**config.mk**
```make
export PLATFORM = sky130hd
export DESIGN_NAME = chop_top
export DESIGN_NICKNAME = d
export VERILOG_FILES = /design/src/rtl/chop_pkg.sv /design/src/rtl/chop_rst_sync.sv /design/src/rtl/chop_off_sel.sv /design/src/rtl/chop_phase.sv /design/src/rtl/chop_top.sv
export SDC_FILE = /design/constraint.sdc
export NUM_CORES = 1
export LEC_CHECK = 0
export ABC_AREA = 1
export BUFFER_PORTS_ARGS = -buffer_cell sky130_fd_sc_hd__buf_2
export CORE_MARGIN = 10
export CORE_UTILIZATION = 40
export CTS_CLUSTER_SIZE = 10
export DETAILED_ROUTE_END_ITERATION = 7
export SYNTH_ARGS = -nofsm -noshare
export SYNTH_HDL_FRONTEND = slang
export SYNTH_HIERARCHICAL = 1
export SYNTH_SLANG_ARGS = --single-unit
```
**constraint.sdc**
```tcl
create_clock -name clk -period 1.4 [get_ports clk]
set_input_delay 0.07 -clock clk [delete_from_list [all_inputs] [get_ports clk]]
set_output_delay 0.07 -clock clk [all_outputs]
set_load 0.01 [all_outputs]
```
**src/rtl/chop_pkg.sv**
```systemverilog
package chop_pkg;
  localparam int CODE_W = 4;

  typedef enum logic [2:0] {
    ST_IDLE,
    ST_BLANK,
    ST_ON,
    ST_DEAD1,
    ST_SR,
    ST_DEAD2
  } ph_state_e;
endpackage

```
**src/rtl/chop_rst_sync.sv**
```systemverilog
module chop_rst_sync #(
  parameter int STAGES = 2
) (
  input  logic clk,
  input  logic arst_n,
  output logic rst_n_o
);
  logic [STAGES-1:0] sh_q;

  always_ff @(posedge clk or negedge arst_n) begin
    if (!arst_n) sh_q <= '0;
    else         sh_q <= {sh_q[STAGES-2:0], 1'b1};
  end

  assign rst_n_o = sh_q[STAGES-1];
endmodule

```
**src/rtl/chop_off_sel.sv**
```systemverilog
module chop_off_sel
  import chop_pkg::*;
#(
  parameter int OFF_LONG_CYC  = 115,
  parameter int OFF_MID_CYC   = 85,
  parameter int OFF_SHORT_CYC = 70,
  parameter int DEAD_CYC      = 5,
  parameter int CW            = 8
) (
  input  logic [CODE_W-1:0] code_i,
  output logic              en_o,
  output logic [CW-1:0]     sr_len_o
);
  localparam int SR_LONG  = OFF_LONG_CYC  - 2 * DEAD_CYC;
  localparam int SR_MID   = OFF_MID_CYC   - 2 * DEAD_CYC;
  localparam int SR_SHORT = OFF_SHORT_CYC - 2 * DEAD_CYC;

  always_comb begin
    en_o     = 1'b1;
    sr_len_o = CW'(SR_LONG);
    case (code_i)
      4'h0: en_o = 1'b0;
      4'h2: sr_len_o = CW'(SR_SHORT);
      4'h4,
      4'h6: sr_len_o = CW'(SR_MID);
      default: sr_len_o = CW'(SR_LONG);
    endcase
  end
endmodule

```
**src/rtl/chop_phase.sv**
```systemverilog
module chop_phase
  import chop_pkg::*;
#(
  parameter int BLANK_EFF = 15,
  parameter int DEAD_CYC  = 5,
  parameter int CW        = 8
) (
  input  logic          clk,
  input  logic          rst_n,
  input  logic          trip_i,
  input  logic          halt_i,
  input  logic          force_i,
  input  logic [CW-1:0] sr_len_i,
  output logic          accept_o,
  output logic          drive_o,
  output logic          rect_o
);
  ph_state_e     st_q, st_d;
  logic [CW-1:0] cnt_q, cnt_d;
  logic [CW-1:0] len_q, len_d;
  logic          len_en;
  logic          on_side;
  logic          go_off;

  assign on_side  = (st_q == ST_BLANK) || (st_q == ST_ON);
  assign accept_o = !halt_i && trip_i &&
                    ((st_q == ST_ON) || ((st_q == ST_BLANK) && (cnt_q == '0)));
  assign go_off   = accept_o || (force_i && on_side && !halt_i);
  assign len_en   = go_off;
  assign len_d    = sr_len_i;

  always_comb begin
    st_d  = st_q;
    cnt_d = cnt_q;
    if (halt_i) begin
      st_d  = ST_IDLE;
      cnt_d = '0;
    end else begin
      case (st_q)
        ST_IDLE: begin
          st_d  = ST_BLANK;
          cnt_d = CW'(BLANK_EFF - 1);
        end
        ST_BLANK, ST_ON: begin
          if (go_off) begin
            st_d  = ST_DEAD1;
            cnt_d = CW'(DEAD_CYC - 1);
          end else if (st_q == ST_BLANK) begin
            if (cnt_q == '0) st_d = ST_ON;
            else             cnt_d = cnt_q - 1'b1;
          end
        end
        ST_DEAD1: begin
          if (cnt_q == '0) begin
            st_d  = ST_SR;
            cnt_d = len_q - 1'b1;
          end else cnt_d = cnt_q - 1'b1;
        end
        ST_SR: begin
          if (cnt_q == '0) begin
            st_d  = ST_DEAD2;
            cnt_d = CW'(DEAD_CYC - 1);
          end else cnt_d = cnt_q - 1'b1;
        end
        ST_DEAD2: begin
          if (cnt_q == '0) begin
            st_d  = ST_BLANK;
            cnt_d = CW'(BLANK_EFF - 1);
          end else cnt_d = cnt_q - 1'b1;
        end
        default: begin
          st_d  = ST_IDLE;
          cnt_d = '0;
        end
      endcase
    end
  end

  always_ff @(posedge clk or negedge rst_n) begin
    if (!rst_n) begin
      st_q  <= ST_IDLE;
      cnt_q <= '0;
    end else begin
      st_q  <= st_d;
      cnt_q <= cnt_d;
    end
  end

  always_ff @(posedge clk or negedge rst_n) begin
    if (!rst_n)      len_q <= '0;
    else if (len_en) len_q <= len_d;
  end

  assign drive_o = on_side;
  assign rect_o  = (st_q == ST_SR);

  // on-time length tracker used by the checks below
  logic [CW-1:0] on_cnt_q;
  always_ff @(posedge clk or negedge rst_n) begin
    if (!rst_n)                    on_cnt_q <= '0;
    else if (!drive_o)             on_cnt_q <= '0;
    else if (on_cnt_q != {CW{1'b1}}) on_cnt_q <= on_cnt_q + 1'b1;
  end


  blank_hold_chk: assert property (@(posedge clk) disable iff (!rst_n)
    (st_q == ST_BLANK && cnt_q != '0 && !force_i && !halt_i) |=> drive_o);


  min_on_chk: assert property (@(posedge clk) disable iff (!rst_n)
    ($fell(drive_o) && !$past(force_i) && !$past(halt_i)) |-> (on_cnt_q >= CW'(BLANK_EFF)));


  dead_lead_chk: assert property (@(posedge clk) disable iff (!rst_n)
    rect_o |=> !drive_o);


  dead_trail_chk: assert property (@(posedge clk) disable iff (!rst_n)
    drive_o |=> !rect_o);


  force_off_chk: assert property (@(posedge clk) disable iff (!rst_n)
    (force_i && drive_o && !halt_i) |=> (!drive_o && !rect_o));


  halt_low_chk: assert property (@(posedge clk) disable iff (!rst_n)
    halt_i |=> (!drive_o && !rect_o));
endmodule

```
**src/rtl/chop_top.sv**
```systemverilog
module chop_top
  import chop_pkg::*;
#(
  parameter int NUM_PH        = 2,
  parameter int BLANK_CYC     = 15,
  parameter bit LONG_BLANK    = 1'b0,
  parameter int OFF_LONG_CYC  = 115,
  parameter int OFF_MID_CYC   = 85,
  parameter int OFF_SHORT_CYC = 70,
  parameter int DEAD_CYC      = 5
) (
  input  logic                       clk,
  input  logic                       rst_n,
  input  logic                       sleep_i,
  input  logic                       sync_i,
  input  logic [NUM_PH-1:0]          trip_i,
  input  logic [NUM_PH*CODE_W-1:0]   ratio_i,
  output logic [NUM_PH-1:0]          drive_o,
  output logic [NUM_PH-1:0]          rect_o
);
  localparam int BLANK_EFF = LONG_BLANK ? 2 * BLANK_CYC : BLANK_CYC;
  localparam int MAX_T     = (BLANK_EFF > OFF_LONG_CYC) ? BLANK_EFF : OFF_LONG_CYC;
  localparam int CW        = $clog2(MAX_T + 1);

  logic              rst_q_n;
  logic [NUM_PH-1:0] accept;
  logic              force_all;

  chop_rst_sync #(.STAGES(2)) i_rst_sync (
    .clk     (clk),
    .arst_n  (rst_n),
    .rst_n_o (rst_q_n)
  );

  assign force_all = sync_i && (|accept);

  for (genvar p = 0; p < NUM_PH; p++) begin : g_ph
    logic          en;
    logic [CW-1:0] sr_len;

    chop_off_sel #(
      .OFF_LONG_CYC  (OFF_LONG_CYC),
      .OFF_MID_CYC   (OFF_MID_CYC),
      .OFF_SHORT_CYC (OFF_SHORT_CYC),
      .DEAD_CYC      (DEAD_CYC),
      .CW            (CW)
    ) i_sel (
      .code_i   (ratio_i[p*CODE_W +: CODE_W]),
      .en_o     (en),
      .sr_len_o (sr_len)
    );

    chop_phase #(
      .BLANK_EFF (BLANK_EFF),
      .DEAD_CYC  (DEAD_CYC),
      .CW        (CW)
    ) i_phase (
      .clk      (clk),
      .rst_n    (rst_q_n),
      .trip_i   (trip_i[p]),
      .halt_i   (sleep_i || !en),
      .force_i  (force_all),
      .sr_len_i (sr_len),
      .accept_o (accept[p]),
      .drive_o  (drive_o[p]),
      .rect_o   (rect_o[p])
    );
  end


  reset_quiet_chk: assert property (@(posedge clk)
    !rst_q_n |-> (drive_o == '0 && rect_o == '0));
endmodule

```
### Word level (Yosys, flattened, before mapping)

Cells that the tools add are included.

| storage, ports and cells | value |
|---|---|
| output and inout port bits | 4 |
| word-level logic and storage cells | 109 |
| register bits | 36 |

| cells by class | value |
|---|---|
| multiplexer cells | 34 |
| reduce and logical (&&, ||, !) cells | 36 |
| add/sub/neg operators | 4 |
| equality and inequality tests | 28 |

Operator list:

| kind | number |
|---|---|
| 7-bit 2-to-1 mux | 14 |
| 7-bit one-hot mux with 5 select lines | 2 |
| 3-bit 2-to-1 mux | 14 |
| 3-bit one-hot mux with 5 select lines | 2 |
| 7-bit one-hot mux with 2 select lines | 2 |
| 7-bit by 1-bit subtractor with 7-bit output, second input constant | 4 |
| 4-bit by 3-bit == test with 1-bit output, second input constant | 4 |
| 4-bit by 1-bit inequality test with 1-bit output, second input constant | 4 |
| 7-bit zero test | 2 |
| 3-bit by 2-bit == test with 1-bit output, second input constant | 4 |
| 3-bit == test, second input constant | 4 |
| 3-bit by 1-bit inequality test with 1-bit output, second input constant | 4 |
| 1-bit logical AND | 11 |
| 5-bit AND reduction | 2 |
| 2-bit OR reduction | 5 |
| 4-bit by 2-bit == test with 1-bit output, second input constant | 2 |
| 4-bit zero test | 2 |
| 1-bit logical OR | 8 |
| 4-bit by 2-bit inequality test with 1-bit output, second input constant | 2 |
| 3-bit by 1-bit == test with 1-bit output, second input constant | 2 |
| 3-bit zero test | 2 |
| 3-bit by 2-bit inequality test with 1-bit output, second input constant | 2 |
| 2-bit AND reduction | 2 |
| 1-bit zero test | 2 |

### Depth between registers and ports, before layout

| depth | value |
|---|---|
| depth in word-level cells | 13 |
| gate-level depth with buffers | 17 |
| depth with buffers taken out | 17 |

### Hierarchy

The synthesis kept the hierarchy.

By module, submodules not included:

| module | area each (um^2) | sequential area each (um^2) | times used | cells an instance |
|---|---|---|---|---|
| chop_phase (g_ph[1].i_phase) | 1323.8 | 425.4 | 1 | 189 |
| chop_phase (g_ph[0].i_phase) | 1217.4 | 425.4 | 1 | 175 |
| chop_off_sel | 82.6 | 0.0 | 2 | 18 |
| chop_rst_sync | 53.8 | 50.0 | 1 | 3 |
| chop_top | 22.5 | 0.0 | 1 | 6 |

### Worst setup path after synthesis

OpenSTA, ideal clock, no wires.

| path | value |
|---|---|
| path type | reg2reg |
| from | register g_ph[1].i_phase.cnt_q[0] |
| to | register g_ph[0].i_phase.st_q[2] |
| arrival | 2106 ps |
| path slack | -822 ps |
| cell stages (with the launch flop) | 18 |
| clock period less this slack | 2222 ps |
| required time | 1283 ps |
| setup time | 117 ps |
| path through | dfrtp_1 > inv_1 > ha_1 > nand2_1 > nor2_4 > nand2_2 > nand2_2 > nand2_4 > inv_1 > nor2_1 > nor2_1 > nand2_2 > nand3_4 > nand2_4 > nand2_4 > nand2_4 > nand2_1 > nand2_1 |

| between the ends | value |
|---|---|
| cells in the longest elaborated chain, start to end | 12 |
| elaborated cells between the ends (all ways) | 15 |
| classes of those cells | eq/ne (2); mux (3); reduce/logical (10) |

RTL lines:

| element | line | RTL |
|---|---|---|
| start, declared | chop_phase.sv:19 | `logic [CW-1:0] cnt_q, cnt_d;` |
| start signal, assigned | chop_phase.sv:85 | `cnt_q <= cnt_d;` |
| 7-bit zero test (*) | chop_phase.sv:27 | `((st_q == ST_ON) \|\| ((st_q == ST_BLANK) && (cnt_q == '0)));` |
| 1-bit logical AND (*) | chop_phase.sv:27 |  |
| 1-bit logical OR (*) | chop_phase.sv:27 |  |
| 1-bit logical AND (*) | chop_phase.sv:26 | `assign accept_o = !halt_i && trip_i &&` |
| net accept[1] | chop_top.sv:26 | `logic [NUM_PH-1:0] accept;` |
| 2-bit OR reduction (*) | chop_top.sv:35 | `assign force_all = sync_i && (\|accept);` |
| 1-bit logical AND (*) | chop_top.sv:35 |  |
| net force_all | chop_top.sv:27 | `logic force_all;` |
| 1-bit logical AND (*) (2 in series) | chop_phase.sv:28 | `assign go_off = accept_o \|\| (force_i && on_side && !halt_i);` |
| 1-bit logical OR (*) | chop_phase.sv:28 |  |
| 3-bit 2-to-1 mux | chop_phase.sv:45 | `if (go_off) begin` |
| 3-bit one-hot mux with 5 select lines | chop_phase.sv:39 | `case (st_q)` |
| 3-bit 2-to-1 mux | chop_phase.sv:35 | `if (halt_i) begin` |
| end signal, assigned | chop_phase.sv:84 | `st_q <= st_d;` |
| end, declared | chop_phase.sv:18 | `ph_state_e st_q, st_d;` |

The timed path passes the listed nets; every way through them passes the cells marked *.
A chain may end at the register's enable or synchronous reset.

### Worst setup path after layout

| path | value |
|---|---|
| from | register g_ph[1].i_phase.cnt_q[0] |
| to | register g_ph[1].i_phase.st_q[0] |

| between the ends | value |
|---|---|
| cells in the longest elaborated chain, start to end | 12 |
| elaborated cells between the ends (all ways) | 18 |
| classes of those cells | eq/ne (5); mux (3); reduce/logical (10) |

RTL lines:

| element | line |
|---|---|
| 7-bit zero test (*) | chop_phase.sv:27 |
| 1-bit logical AND (*) | chop_phase.sv:27 |
| 1-bit logical OR (*) | chop_phase.sv:27 |
| 1-bit logical AND (*) | chop_phase.sv:26 |
| net accept[1] | chop_top.sv:26 |
| 2-bit OR reduction (*) | chop_top.sv:35 |
| 1-bit logical AND (*) | chop_top.sv:35 |
| net force_all | chop_top.sv:27 |
| 1-bit logical AND (*) (2 in series) | chop_phase.sv:28 |
| 1-bit logical OR (*) | chop_phase.sv:28 |
| 3-bit 2-to-1 mux | chop_phase.sv:45 |
| 3-bit one-hot mux with 5 select lines | chop_phase.sv:39 |
| 3-bit 2-to-1 mux | chop_phase.sv:35 |
| end signal, assigned | chop_phase.sv:84 |
| end, declared | chop_phase.sv:18 |

Marked as above.

==> metrics.md <==
| Metric | Value |
|---|---|
| Status | finished with violations |
| Failing checks | setup timing |
| Post-DP HPWL | 5450 µm |
| R2r setup slk | -540 ps |
| Clk buf depth | 2 |
| Drt via density | roughly 4.7 |
| Crit path capture type | flip-flop |
| Leak Pwr | approximately 2.1 nW |
| DR pass1 iterations | 4 |
| RSZ-0062 raised after global routing | true |
| CTS Buf Count | 5 |
| Fmax | 0.516 GHz |
| WL final | about 7200 µm |
| WP data required | 1590 ps |
| Critical-path cell list | inv_2 > ha_4 > nand2_1 > nor2_4 > nand2_2 > nand2_2 > nand2_4 > inv_2 > nor2_4 > nor2_4 > nand2_4 > nand3_4 > nand2_4 > nand2_4 > nand2_4 > nand2_2 > nand2_2 |
| CTS root buffer | clkbuf_8 |
| Vias in the first global route | 2928 |
| Via count | 2826 |
| Final Cycle Share | 139% |
| Slowest stage cell on the critical path | dfrtp_1 |
| H-tree levels | 2 |
| Row count | 30 |
| Wirelength per Cell | 12.0 µm |
| Fin worst setup slack | -539 ps |
| Mean Syn Cell Area | 6.80 µm² |
| Initial Utilization | 41.0% |
| Peak supply drop | 0.000920 V |
| Critical Path Max Stage Delay | 410 ps |
| Core Util, Final | 57.4% |
| Worst path arrival time | 2130 ps |
| Worst Reg2Reg Path Length in Cells | 17 |
| Pre-CTS WS | -522 ps |
| PD cells | 2100 nW/µm² |
| Gpl congestion | 0.898 |
| CTS tree | built |
| Reg-to-Reg End | g_ph[1].i_phase/st_q[0] |
| Port Buf Inserts | 17 |
| Worst r2r src | g_ph[1].i_phase/cnt_q[0] |
| DR iter-0 viols | 87 |
| Final min period | 1940 ps |
| First-pass GRT wire length | 12900 µm |
| Largest net degree at the start of global routing | 35 |
| Max FO, Critical Path | 6 |
| Diode count | 0 |
| Final nets | 523 |
| Final Slew Violations | 0 |
| Final ANT Viol Nets | 0 |
| Final Setup Violations | 36 |
| Crit path buf inv count | 2 |
| Clock slew at reported path FFs | roughly 90 ps |
| Yosys warns | 6 |
| Synthesized instance count | 409 |
| Fin Clk Skew | 12.2 ps |
| Synth cell types | 31 |
| Hold Crit Class | in -> async |
| Grt ovf | 0 |
| CP startpoint | g_ph[1].i_phase/cnt_q[0] |
| Max Cap Violations | 0 |
| Syn nets | 427 |
| Final Hold Slack | 60.6 ps |
| Setup CP Type | reg -> reg |
| Die width | ~100 µm |
| Overall routing resource usage | roughly 15% |
| Register area share after synthesis | 32.4% |
| Cell Area, Synth | 2780 µm² |
| CP top delay family | simple AND/OR/NAND/NOR gates |
| CP Launch Type | flip-flop |
| Die ar. | 10700 µm² |
| Clock Sinks | 36 |
| Final hold vios | 0 |
| Height of the die | 103 µm |
| Worst-skew pair later-pin latency | approximately 310 ps |
| Share of layout cells above drive strength 1 | 38.0% |
| DRC viols | 0 |
| Most used cell, CP | nand2_4 |
| Seq cells post-synth | 36 |
| # IOs | 18 |
| Antenna violations before repair | 0 |
| Core Region | a little under 7000 µm² |
| Layout area overhead | 40.1% |
final cells by class:
class	instances	area, µm²
clock buffer	7	96.3
fill	656	2900
inverter	60	235
multi-input combinational	304	1780
sequential	36	905
tap	96	120
timing repair buffer	98	766
what timing repair did:
action	4_1_cts	5_1_grt
setup buffers	6	3
hold endpoints to repair	2	0
endpoints found under the setup margin	38	38
gates resized for setup	23	38
cloned	0	0
pin swaps	11	15
hold buffers	1	0
synthesized netlist by cell type:
library cell | count | share of area (%)
nand4_1 | 7 | 1.6
inv_2 | 6 | 0.81
o21ai_0 | 12 | 2.2
xnor2_1 | 6 | 1.9
o21ai_1 | 5 | 0.90
nand2_1 | 135 | 18
inv_4 | 1 | 0.22
buf_6 | 3 | 1.2
nand2_4 | 12 | 4.9
nor2_4 | 1 | 0.40
nand3_1 | 32 | 5.8
a21oi_1 | 10 | 1.8
nand2_2 | 8 | 1.8
o31ai_1 | 1 | 0.27
nor3_1 | 6 | 1.1
inv_1 | 53 | 7.1
a31o_2 | 1 | 0.31
nand3_4 | 2 | 1.3
nand3_2 | 2 | 0.72
xor2_1 | 7 | 2.2
ha_1 | 4 | 1.8
conb_1 | 3 | 0.40
nor2_2 | 3 | 0.67
a31oi_1 | 2 | 0.45
o21ai_2 | 1 | 0.31
a21oi_4 | 2 | 1.2
dfrtp_1 | 36 | 32
o211ai_1 | 6 | 1.6
nor2_1 | 35 | 4.7
buf_4 | 6 | 1.6
nand3b_1 | 1 | 0.27
metrics by stage:
| stage | area [µm²] | setup TNS [ps] | instances | total power (W) |
|---|---|---|---|---|
| global placement | 3520 | -13720 | 584 | 0.00663 |
| floorplan | 2840 | -15650 | 409 | 0.00484 |
| detailed placement | 3520 | -15360 | 584 | 0.00666 |
| CTS | 3760 | -15290 | 598 | 0.00781 |
| global route | 3900 | -21790 | 601 | 0.00897 |
| finish | 3900 | -16200 | 601 | 0.00821 |
worst max-delay path by stage:
stage,endpoint,depth (start not counted),slack [ps]
4_1_cts,g_ph[0].i_phase/cnt_q[1],17,-500
3_3_place_gp,g_ph[1].i_phase/st_q[0],17,-450
6_report,g_ph[1].i_phase/st_q[0],17,-540
2_1_floorplan,g_ph[1].i_phase/st_q[0],17,-520
5_1_grt,g_ph[1].i_phase/st_q[0],17,-700
3_5_place_dp,g_ph[1].i_phase/st_q[0],17,-520
cells in the final DEF, fill, tap and decap left out, types with 6 or more instances in the layout:
cell and n:
a21oi_1 9, buf_2 14, buf_4 71, buf_6 10, clkbuf_8 7, dfrtp_1 33, inv_1 38, inv_2 18
nand2_1 116, nand2_2 20, nand2_4 18, nand3_1 29, nand4_1 7, nor2_1 30, nor2_4 8, nor3_1 6
o211ai_1 6, o21ai_1 15, xnor2_1 6, xor2_1 7
sequential cells by signal, indices dropped and copies added, names as in the netlist:
signal	cells
g_ph.i_phase/st_q	6
g_ph.i_phase/cnt_q	14
i_rst_sync/sh_q	2
g_ph.i_phase/len_q	14
power by group:
group	leakage, nW	switching [W]	internal (W)	total (W)
clock network	0.0503	0.000417	0.000439	0.000856
logic	1.60	0.00304	0.00259	0.00563
registers	0.453	0.000267	0.00145	0.00172
worst reg2reg max path, stage by stage (launching register included):
cell and delay [ps]:
dfrtp_1 410, inv_2 90, ha_4 140, nand2_1 80, nor2_4 100, nand2_2 60, nand2_2 70, nand2_4 50
inv_2 60, nor2_4 40, nor2_4 200, nand2_4 120, nand3_4 120, nand2_4 60, nand2_4 80, nand2_4 50
nand2_2 60, nand2_2 40
metal layers:
layer  wire length (µm)  vias up  GRT usage, %
li1                   -     1469             -
met4                135        0          5.45
met3                204       13          2.66
met5                  0        -             0
met1               3210     1307          17.2
met2               3690       37          26.8
cell families (layout without fill, tap and decap cells):
family                   after synthesis  after routing  synth area share [%]
AO/OA/AOI/OAI                         40             40                  8.99
XOR/XNOR                              13             13                  4.09
adder cells (fa/ha/maj)                4              4                  1.80
buffers and inverters                 69            165                  11.0
flip-flops                            36             36                  32.4
other                                  3              3                 0.405
AND/OR/NAND/NOR                      244            244                  41.3
(Power assumes the default switching activity.)
